File: src/rtl/dmac_pkg.sv
package dmac_pkg;

   // Decoded per-lane accumulator action
   typedef enum logic [1:0] {
      ACT_ADD  = 2'b00,
      ACT_SUB  = 2'b01,
      ACT_LOAD = 2'b10,
      ACT_NLOAD = 2'b11
   } dmac_act_e;

   function automatic dmac_act_e decode_act(input logic clr, input logic sub);
      dmac_act_e a;
      case ({clr, sub})
         2'b00:   a = ACT_ADD;
         2'b01:   a = ACT_SUB;
         2'b10:   a = ACT_LOAD;
         default: a = ACT_NLOAD;
      endcase
      return a;
   endfunction

endpackage

File: src/rtl/dmac_mul_lane.sv
module dmac_mul_lane #(
   parameter int OP_W = 16,
   localparam int PW = 2 * OP_W
) (
   input  logic            clk,
   input  logic            rst_n,
   input  logic            issue,
   input  logic [OP_W-1:0] x_in,
   input  logic [OP_W-1:0] y_in,
   input  logic            sub_in,
   input  logic            clr_in,
   output logic [PW-1:0]   prod_q,
   output logic            sub_q,
   output logic            clr_q
);

   logic signed [PW-1:0] prod_d;

   always_comb begin
      prod_d = $signed(x_in) * $signed(y_in);
   end

   always_ff @(posedge clk) begin
      if (!rst_n) begin
         prod_q <= '0;
         sub_q  <= 1'b0;
         clr_q  <= 1'b0;
      end else if (issue) begin
         prod_q <= prod_d;
         sub_q  <= sub_in;
         clr_q  <= clr_in;
      end
   end

endmodule

File: src/rtl/dmac_acc_lane.sv
module dmac_acc_lane
   import dmac_pkg::*;
#(
   parameter int OP_W    = 16,
   parameter int ACC_W   = 40,
   parameter bit SAT_OPT = 1'b1,
   localparam int PW = 2 * OP_W,
   localparam int SW = ACC_W + 1
) (
   input  logic             clk,
   input  logic             rst_n,
   input  logic             upd,
   input  logic             sat,
   input  logic             sub,
   input  logic             clr,
   input  logic [PW-1:0]    prod,
   output logic [ACC_W-1:0] acc_q
);

   localparam logic [ACC_W-1:0] POS_LIM = {1'b0, {(ACC_W-1){1'b1}}};
   localparam logic [ACC_W-1:0] NEG_LIM = {1'b1, {(ACC_W-1){1'b0}}};

   dmac_act_e          act;
   logic [SW-1:0]      base_x;
   logic [SW-1:0]      prod_x;
   logic [SW-1:0]      sum_x;
   logic               ovf;
   logic [ACC_W-1:0]   acc_d;

   always_comb begin
      act    = decode_act(clr, sub);
      prod_x = {{(SW-PW){prod[PW-1]}}, prod};
      base_x = (act == ACT_LOAD || act == ACT_NLOAD) ? '0 : {acc_q[ACC_W-1], acc_q};
      if (act == ACT_SUB || act == ACT_NLOAD) sum_x = base_x - prod_x;
      else                                    sum_x = base_x + prod_x;
      ovf = sum_x[SW-1] ^ sum_x[SW-2];
   end

   generate
      if (SAT_OPT) begin : g_sat
         always_comb begin
            if (sat && ovf) acc_d = sum_x[SW-1] ? NEG_LIM : POS_LIM;
            else            acc_d = sum_x[ACC_W-1:0];
         end
      end else begin : g_wrap
         logic unused_sat;
         always_comb begin
            unused_sat = sat ^ ovf;
            acc_d      = sum_x[ACC_W-1:0];
         end
      end
   endgenerate

   always_ff @(posedge clk) begin
      if (!rst_n)   acc_q <= '0;
      else if (upd) acc_q <= acc_d;
   end

endmodule

File: src/rtl/dmac_dual16.sv
module dmac_dual16 #(
   parameter int OP_W    = 16,
   parameter int ACC_W   = 40,
   parameter int LANES   = 2,
   parameter bit SAT_OPT = 1'b1,
   localparam int PW    = 2 * OP_W,
   localparam int WORD_W = LANES * OP_W,
   localparam int OUT_W  = LANES * ACC_W
) (
   input  logic              clk,
   input  logic              rst_n,
   input  logic              op_valid,
   input  logic [WORD_W-1:0] x_word,
   input  logic [WORD_W-1:0] y_word,
   input  logic [LANES-1:0]  lane_sub,
   input  logic [LANES-1:0]  lane_clr,
   input  logic              sat_en,
   output logic [OUT_W-1:0]  acc_out
);

   generate
      if (ACC_W < PW + 1) begin : g_bad_acc
         $error("dmac_dual16: ACC_W must exceed the product width");
      end
      if (OP_W < 2) begin : g_bad_op
         $error("dmac_dual16: OP_W must be at least 2");
      end
      if (LANES < 1) begin : g_bad_lanes
         $error("dmac_dual16: LANES must be at least 1");
      end
   endgenerate

   // Stage 1 shared control
   logic s1_valid;
   logic s1_sat;

   always_ff @(posedge clk) begin
      if (!rst_n) begin
         s1_valid <= 1'b0;
         s1_sat   <= 1'b0;
      end else begin
         s1_valid <= op_valid;
         if (op_valid) s1_sat <= sat_en;
      end
   end

   logic [LANES*PW-1:0] s1_prod_flat;
   logic [LANES-1:0]    s1_sub;
   logic [LANES-1:0]    s1_clr;

   generate
      for (genvar l = 0; l < LANES; l++) begin : g_lane
         dmac_mul_lane #(.OP_W(OP_W)) i_mul (
            .clk    (clk),
            .rst_n  (rst_n),
            .issue  (op_valid),
            .x_in   (x_word[l*OP_W +: OP_W]),
            .y_in   (y_word[l*OP_W +: OP_W]),
            .sub_in (lane_sub[l]),
            .clr_in (lane_clr[l]),
            .prod_q (s1_prod_flat[l*PW +: PW]),
            .sub_q  (s1_sub[l]),
            .clr_q  (s1_clr[l])
         );

         dmac_acc_lane #(.OP_W(OP_W), .ACC_W(ACC_W), .SAT_OPT(SAT_OPT)) i_acc (
            .clk   (clk),
            .rst_n (rst_n),
            .upd   (s1_valid),
            .sat   (s1_sat),
            .sub   (s1_sub[l]),
            .clr   (s1_clr[l]),
            .prod  (s1_prod_flat[l*PW +: PW]),
            .acc_q (acc_out[l*ACC_W +: ACC_W])
         );
      end
   endgenerate

endmodule

File: config.mk
export PLATFORM = sky130hd
export DESIGN_NAME = dmac_dual16
export DESIGN_NICKNAME = d
export VERILOG_FILES = /design/src/rtl/dmac_pkg.sv /design/src/rtl/dmac_mul_lane.sv /design/src/rtl/dmac_acc_lane.sv /design/src/rtl/dmac_dual16.sv
export SDC_FILE = /design/constraint.sdc
export NUM_CORES = 2
export LEC_CHECK = 0
export ABC_AREA = 1
export BUFFER_PORTS_ARGS = -buffer_cell sky130_fd_sc_hd__buf_2
export CELL_PAD_IN_SITES_DETAIL_PLACEMENT = 2
export CELL_PAD_IN_SITES_GLOBAL_PLACEMENT = 2
export CORE_AREA = 5 5 308 310
export CTS_BUF_LIST = sky130_fd_sc_hd__clkbuf_4
export DETAILED_ROUTE_END_ITERATION = 10
export DIE_AREA = 0 0 313 315
export PLACE_DENSITY = 0.87
export SYNTH_ARGS = -nofsm -noshare
export SYNTH_HDL_FRONTEND = slang
export SYNTH_SLANG_ARGS = --single-unit
File: constraint.sdc
create_clock -name clk -period 7.65 [get_ports clk]
set_input_delay 1.53 -clock clk [delete_from_list [all_inputs] [get_ports clk]]
set_output_delay 1.53 -clock clk [all_outputs]
set_load 0.02 [all_outputs]
# Word-level counts from Yosys, hierarchy flattened
# Index checks and enable logic that the tools add are counted.
[totals] regBits=150 inputBits=72 output_inout_bits=80 elab_cells=46
[op_classes] n_addsub=4 n_mul=2 eq_ne=10 n_mux=10 bitwise=2 reduce_logical=8
[ops] cell="2-to-1 mux 41 bit" n=4
[ops] cell="2-to-1 mux 40 bit" n=4
[ops] cell="adder 41 bit" n=2
[ops] cell="subtractor 41 bit" n=2
[ops] cell="multiplier 16 x 16 -> 32 bit" n=2
[ops] cell="== test 2 bit, second input constant" n=6
[ops] cell="one-hot mux 2 bit (3 select lines)" n=2
[ops] cell="== test 2 x 1 -> 1 bit, second input constant" n=4
[ops] cell="zero test 2 bit" n=2
[ops] cell="logical OR 1 bit" n=4
[ops] cell="logical AND 1 bit" n=2
[ops] cell="XOR 1 bit" n=2

# Longest topological paths before layout
[depth] depth_word=10 mapped_depth=30 mapped_depth_nobuf=28

# Hierarchy
# A second synthesis with hierarchy kept.
[unflattened] hier_cells=5191 area_unflattened_um2=35175.0
[by_module_without_submodules] mod="dmac_mul_lane (g_lane[0].i_mul)" instances=1 cells_each=1628 area_per_inst_um2=12095.4 seq_area_each_um2=680.7
[by_module_without_submodules] mod="dmac_mul_lane (g_lane[1].i_mul)" instances=1 cells_each=1640 area_per_inst_um2=12062.8 seq_area_each_um2=680.7
[by_module_without_submodules] mod="dmac_acc_lane" instances=2 cells_each=957 area_per_inst_um2=5474.0 seq_area_each_um2=800.8
[by_module_without_submodules] mod="dmac_dual16" instances=1 cells_each=9 area_per_inst_um2=68.8 seq_area_each_um2=40.0

# Least setup slack after synthesis
# OpenSTA, ideal clock, no wires.
[synth_timing] path_kind="in2reg" from="in y_word[19]" to="reg g_lane[1].i_mul.prod_q[29]" setup_time_ps=109 arrival_ps=6818 required_ps=7541 path_slack_ps=722 path_stages=23 n_path_buf=2 path_cell_list="clkbuf_1 > clkbuf_1 > nand2_1 > inv_1 > fa_1 > fa_1 > fa_1 > fa_1 > fa_1 > inv_1 > fa_1 > inv_1 > ha_1 > nand2_1 > nor3_1 > nand4_1 > nand3_1 > a21o_1 > nand2_1 > nand3_1 > nand3_1 > nand2_1 > inv_1"
[synth_between] elab_chain_len=1
[synth_lines] element="start, declared" line="dmac_dual16.sv:14" text="input logic [WORD_W-1:0] y_word,"
[synth_lines] element="multiplier 16 x 16 -> 32 bit" line="dmac_mul_lane.sv:20" text="prod_d = $signed(x_in) * $signed(y_in);"
[synth_lines] element="end signal, assigned" line="dmac_mul_lane.sv:29" text="prod_q <= prod_d;"
[synth_lines] element="end, declared" line="dmac_mul_lane.sv:12" text="output logic [PW-1:0] prod_q,"
# No other way between the ends.
# A chain may end at the register's enable or synchronous reset.

# Worst setup path after layout
[layout_timing] from="in y_word[17]" to="reg g_lane[1].i_mul.prod_q[31]"
# Same word-level chain as after synthesis.

==> out/qor.csv <==
stage,metric,value,unit
die,dieArea,98600,sq um
worst_setup_path,critical_path_data_arrival_time,7.88,ns
place,placed_cell_area,36100,sq um
die,floorplan.initialDensity,0.377,
yosys,synthCells,4948,
yosys,asyncSetResetFlopFracSynth,0,
yosys,synth_top_area_share,0.306,
route,routed-via-count,32800,
cells_and_area,n_fill_cell,11200,
cells_and_area,layout.cell_area.non_filler,36400,sq um
worst_setup_path,kind_of_end_point_of_the_critical_path,flip-flop,
place,placed_cells,6115,
die,core_area,91400,sq um
sta,finalCritPeriodShare,0.952,
status,outcome,completed,
yosys,synth_seq_area_share,0.0872,
worst_setup_path,crit_path_max_fanout,16,
route,drtAntennaViolNets,0,
clocking,cts-resized-gates,0,
clocking,clkSlewWorstSetupHoldPaths,0.17,ns
sta,finalCriticalPeriod,7.28,ns
yosys,yosys-top-cells-area,"sky130_fd_sc_hd__fa_1 31%, sky130_fd_sc_hd__inv_1 14%, sky130_fd_sc_hd__nand2_1 12%",
cells_and_area,final_cells,6150,
sta,clock_skew,0.0351,ns
die,floorplan.io_pins,152,
place,place.port_buffers,151,
die,die_height,315,um
route,drc,0,
sta,clock.fmax,0.137,GHz
sta,drv_slew,0,
worst_setup_path,worst-endpoint-required,8.25,ns
cells_and_area,post-route-util,0.398,
clocking,cts_setup_buffers,0,
sta,setup-violations-final,0,
yosys,dominantRegCellSynth,sky130_fd_sc_hd__dfxtp_1,
worst_setup_path,start_kind,input port,
run,drv_cap,0,
route,route.final.wire_length,146000,um
route,wl_per_cell,23.8,um
clocking,clkLatencyLatePin,0.71,ns
sta,slew_worst_pin,0.974,ns
yosys,yosys_synthesis_warning_count,0,
grt,grt_util_all_layers,0.294,
clocking,tritoncts_num_sinks,150,
sta,report.final.hold_viol_count,0,
route,first_drt_iteration_drcs,1715,
worst_setup_path,critical_path_class,in -> reg,
yosys,mappedNetlistArea,34400,sq um
route,detailedRoute.firstPassIterationCount,6,
clocking,ctsLongestPathBuffers,2,
grt,first_global_vias,38700,
yosys,synth.ff_latch_count,150,
yosys,number_of_enable_type_register_cells_in_the_synthesized_netlist,0,
clocking,cts_inserted_buffers,17,
yosys,post-synth-top-area-cell,sky130_fd_sc_hd__fa_1,
sta,unrepaired_setup_endpoints_after_global_routing,no,
yosys,postSynthNetCount,5792,
place,preCtsSetupSlack,-0.179,ns
die,die_width,313,um
grt,grt_max_degree,90,
yosys,yosys.cell_types.count,52,
sta,worst_slack,0.369,ns
cells_and_area,syn2layout_area_growth,5.55,%
place,last_weighted_congestion_value_of_the_routability_driven_placer,0.929,
die,placement_rows,111,
hold_path,worst_hold_path_type,reg -> reg,
clocking,ctsRootBufferMaster,sky130_fd_sc_hd__clkbuf_4,
cells_and_area,final_layout_size_suffix_gt1_frac,0.0611,
clocking,htree_num_levels,4,
grt,grt_pass1_wl,224000,um
clocking,hold_buffers,0,
cells_and_area,design.final.nets,5792,
yosys,synth_area_per_cell,6.96,sq um
sta,timing.slew.headroom,0.349,
place,dpl.hpwl,125000,um
grt,overflow,0,
grt,antenna_found_initial,8,
route,route.detailed.vias_per_inst,5.34,
clocking,cts_tree,done,
==> cell usage in the layout, fill, tap and decap left out, drive strengths merged, types with 4 or more instances in the layout <==
cell type / synthesis / final
fa: 526 / 526
clkbuf: 161 / 17
o21a: 4 / 4
nor4: 12 / 12
nor3: 35 / 35
o211ai: 10 / 10
o21ai: 248 / 248
xnor2: 46 / 46
nand3: 203 / 203
inv: 1268 / 1274
a21boi: 6 / 6
o21bai: 17 / 17
nand2: 1071 / 1071
a31oi: 10 / 10
xor2: 130 / 130
nand4: 42 / 42
o31ai: 5 / 5
a21o: 21 / 21
ha: 246 / 246
nor2: 373 / 373
buf: 31 / 173
a21oi: 290 / 290
or2: 17 / 17
a31o: 5 / 5
clkinv: 2 / 10
dfxtp: 150 / 150
==> layer usage <==
metal,global-route usage,part of all wire,up-vias
li1,-,-,14800
met1,0.341,0.40,16800
met2,0.535,0.51,824
met3,0.0318,0.036,395
met4,0.152,0.059,8
met5,0,0.00033,-
==> synthesized netlist by cell type, types with 16 or more instances <==
cell type / n
sky130_fd_sc_hd__nand3_1: 198
sky130_fd_sc_hd__clkbuf_1: 161
sky130_fd_sc_hd__inv_2: 20
sky130_fd_sc_hd__ha_1: 246
sky130_fd_sc_hd__xor2_1: 130
sky130_fd_sc_hd__or2_2: 16
sky130_fd_sc_hd__nor3_1: 28
sky130_fd_sc_hd__o21bai_1: 17
sky130_fd_sc_hd__dfxtp_1: 150
sky130_fd_sc_hd__nand2_1: 1065
sky130_fd_sc_hd__fa_1: 526
sky130_fd_sc_hd__nor2_1: 361
sky130_fd_sc_hd__xnor2_1: 44
sky130_fd_sc_hd__a21oi_2: 20
sky130_fd_sc_hd__inv_1: 1248
sky130_fd_sc_hd__a21oi_1: 270
sky130_fd_sc_hd__nand4_1: 40
sky130_fd_sc_hd__o21ai_0: 245
sky130_fd_sc_hd__a21o_1: 21
==> flip-flops by register name, summed over array words and instances, names as in the netlist <==
| register | cells |
|---|---|
| g_lane.i_acc.acc_q | 80 |
| g_lane.i_mul.clr_q | 2 |
| s1_sat | 1 |
| g_lane.i_mul.sub_q | 2 |
| s1_valid | 1 |
| g_lane.i_mul.prod_q | 64 |
==> critical path, stage by stage <==
cell	delay [ns]
sky130_fd_sc_hd__buf_2	0.35
sky130_fd_sc_hd__nand2_1	0.20
sky130_fd_sc_hd__inv_1	0.17
sky130_fd_sc_hd__fa_1	0.58
sky130_fd_sc_hd__fa_1	0.62
sky130_fd_sc_hd__buf_4	0.21
sky130_fd_sc_hd__fa_1	0.49
sky130_fd_sc_hd__fa_1	0.55
sky130_fd_sc_hd__fa_1	0.50
sky130_fd_sc_hd__inv_1	0.07
sky130_fd_sc_hd__fa_1	0.51
sky130_fd_sc_hd__inv_1	0.06
sky130_fd_sc_hd__ha_1	0.38
sky130_fd_sc_hd__a21oi_1	0.27
sky130_fd_sc_hd__o21ai_0	0.16
sky130_fd_sc_hd__a21oi_1	0.21
sky130_fd_sc_hd__nand3_1	0.21
sky130_fd_sc_hd__nand2_1	0.11
sky130_fd_sc_hd__nand3_1	0.09
sky130_fd_sc_hd__xor2_1	0.21
sky130_fd_sc_hd__o21ai_0	0.27
sky130_fd_sc_hd__inv_1	0.10
==> kinds of logic after synthesis <==
group	Yosys count	synth area share
flops	150	0.0872
xor+xnor	176	0.0452
buf+inv	1462	0.162
fa+ha+maj	772	0.395
compound gates	625	0.0995
simple gates	1763	0.211
==> worst paths after layout <==
path                                           from                                      end  slack (ns)  cells after the start
max                                      y_word[17]  g_lane[1].i_mul.prod_q[31]$_SDFFE_PN0P_        0.37                     22
min          g_lane[1].i_mul.prod_q[4]$_SDFFE_PN0P_   g_lane[1].i_mul.prod_q[4]$_SDFFE_PN0P_        0.53                      2
max reg2reg  g_lane[1].i_mul.prod_q[0]$_SDFFE_PN0P_   g_lane[1].i_acc.acc_q[16]$_SDFFE_PN0P_        1.83                     23
min reg2reg  g_lane[1].i_mul.prod_q[4]$_SDFFE_PN0P_   g_lane[1].i_mul.prod_q[4]$_SDFFE_PN0P_        0.53                      2
==> final cells by class <==
type / count / area [sq um] / share of cell area
sequential: 150 / 3010 / 0.0827
antenna: 3 / 7.51 / 0.000206
inverter: 1270 / 4770 / 0.131
timing repair buffer: 173 / 923 / 0.0254
multi-input combinational: 3336 / 25900 / 0.712
tap: 1186 / 1480 / 0.0408
clock buffer: 17 / 128 / 0.00351
clock inverter: 15 / 168 / 0.00461
==> per-stage QoR <==
step / TNS (ns) / hold WS [ns]
after detailed placement: -0.768 / 0.505
after global routing: 0 / 0.559
final: 0 / 0.534
after global placement: 0 / 0.490
after CTS: 0 / 0.533
after floorplan: 0 / 0.462
Power is left out: the tool's default activity adds up to more than one toggle a clock period on the data nets, which glitch-free logic cannot reach.
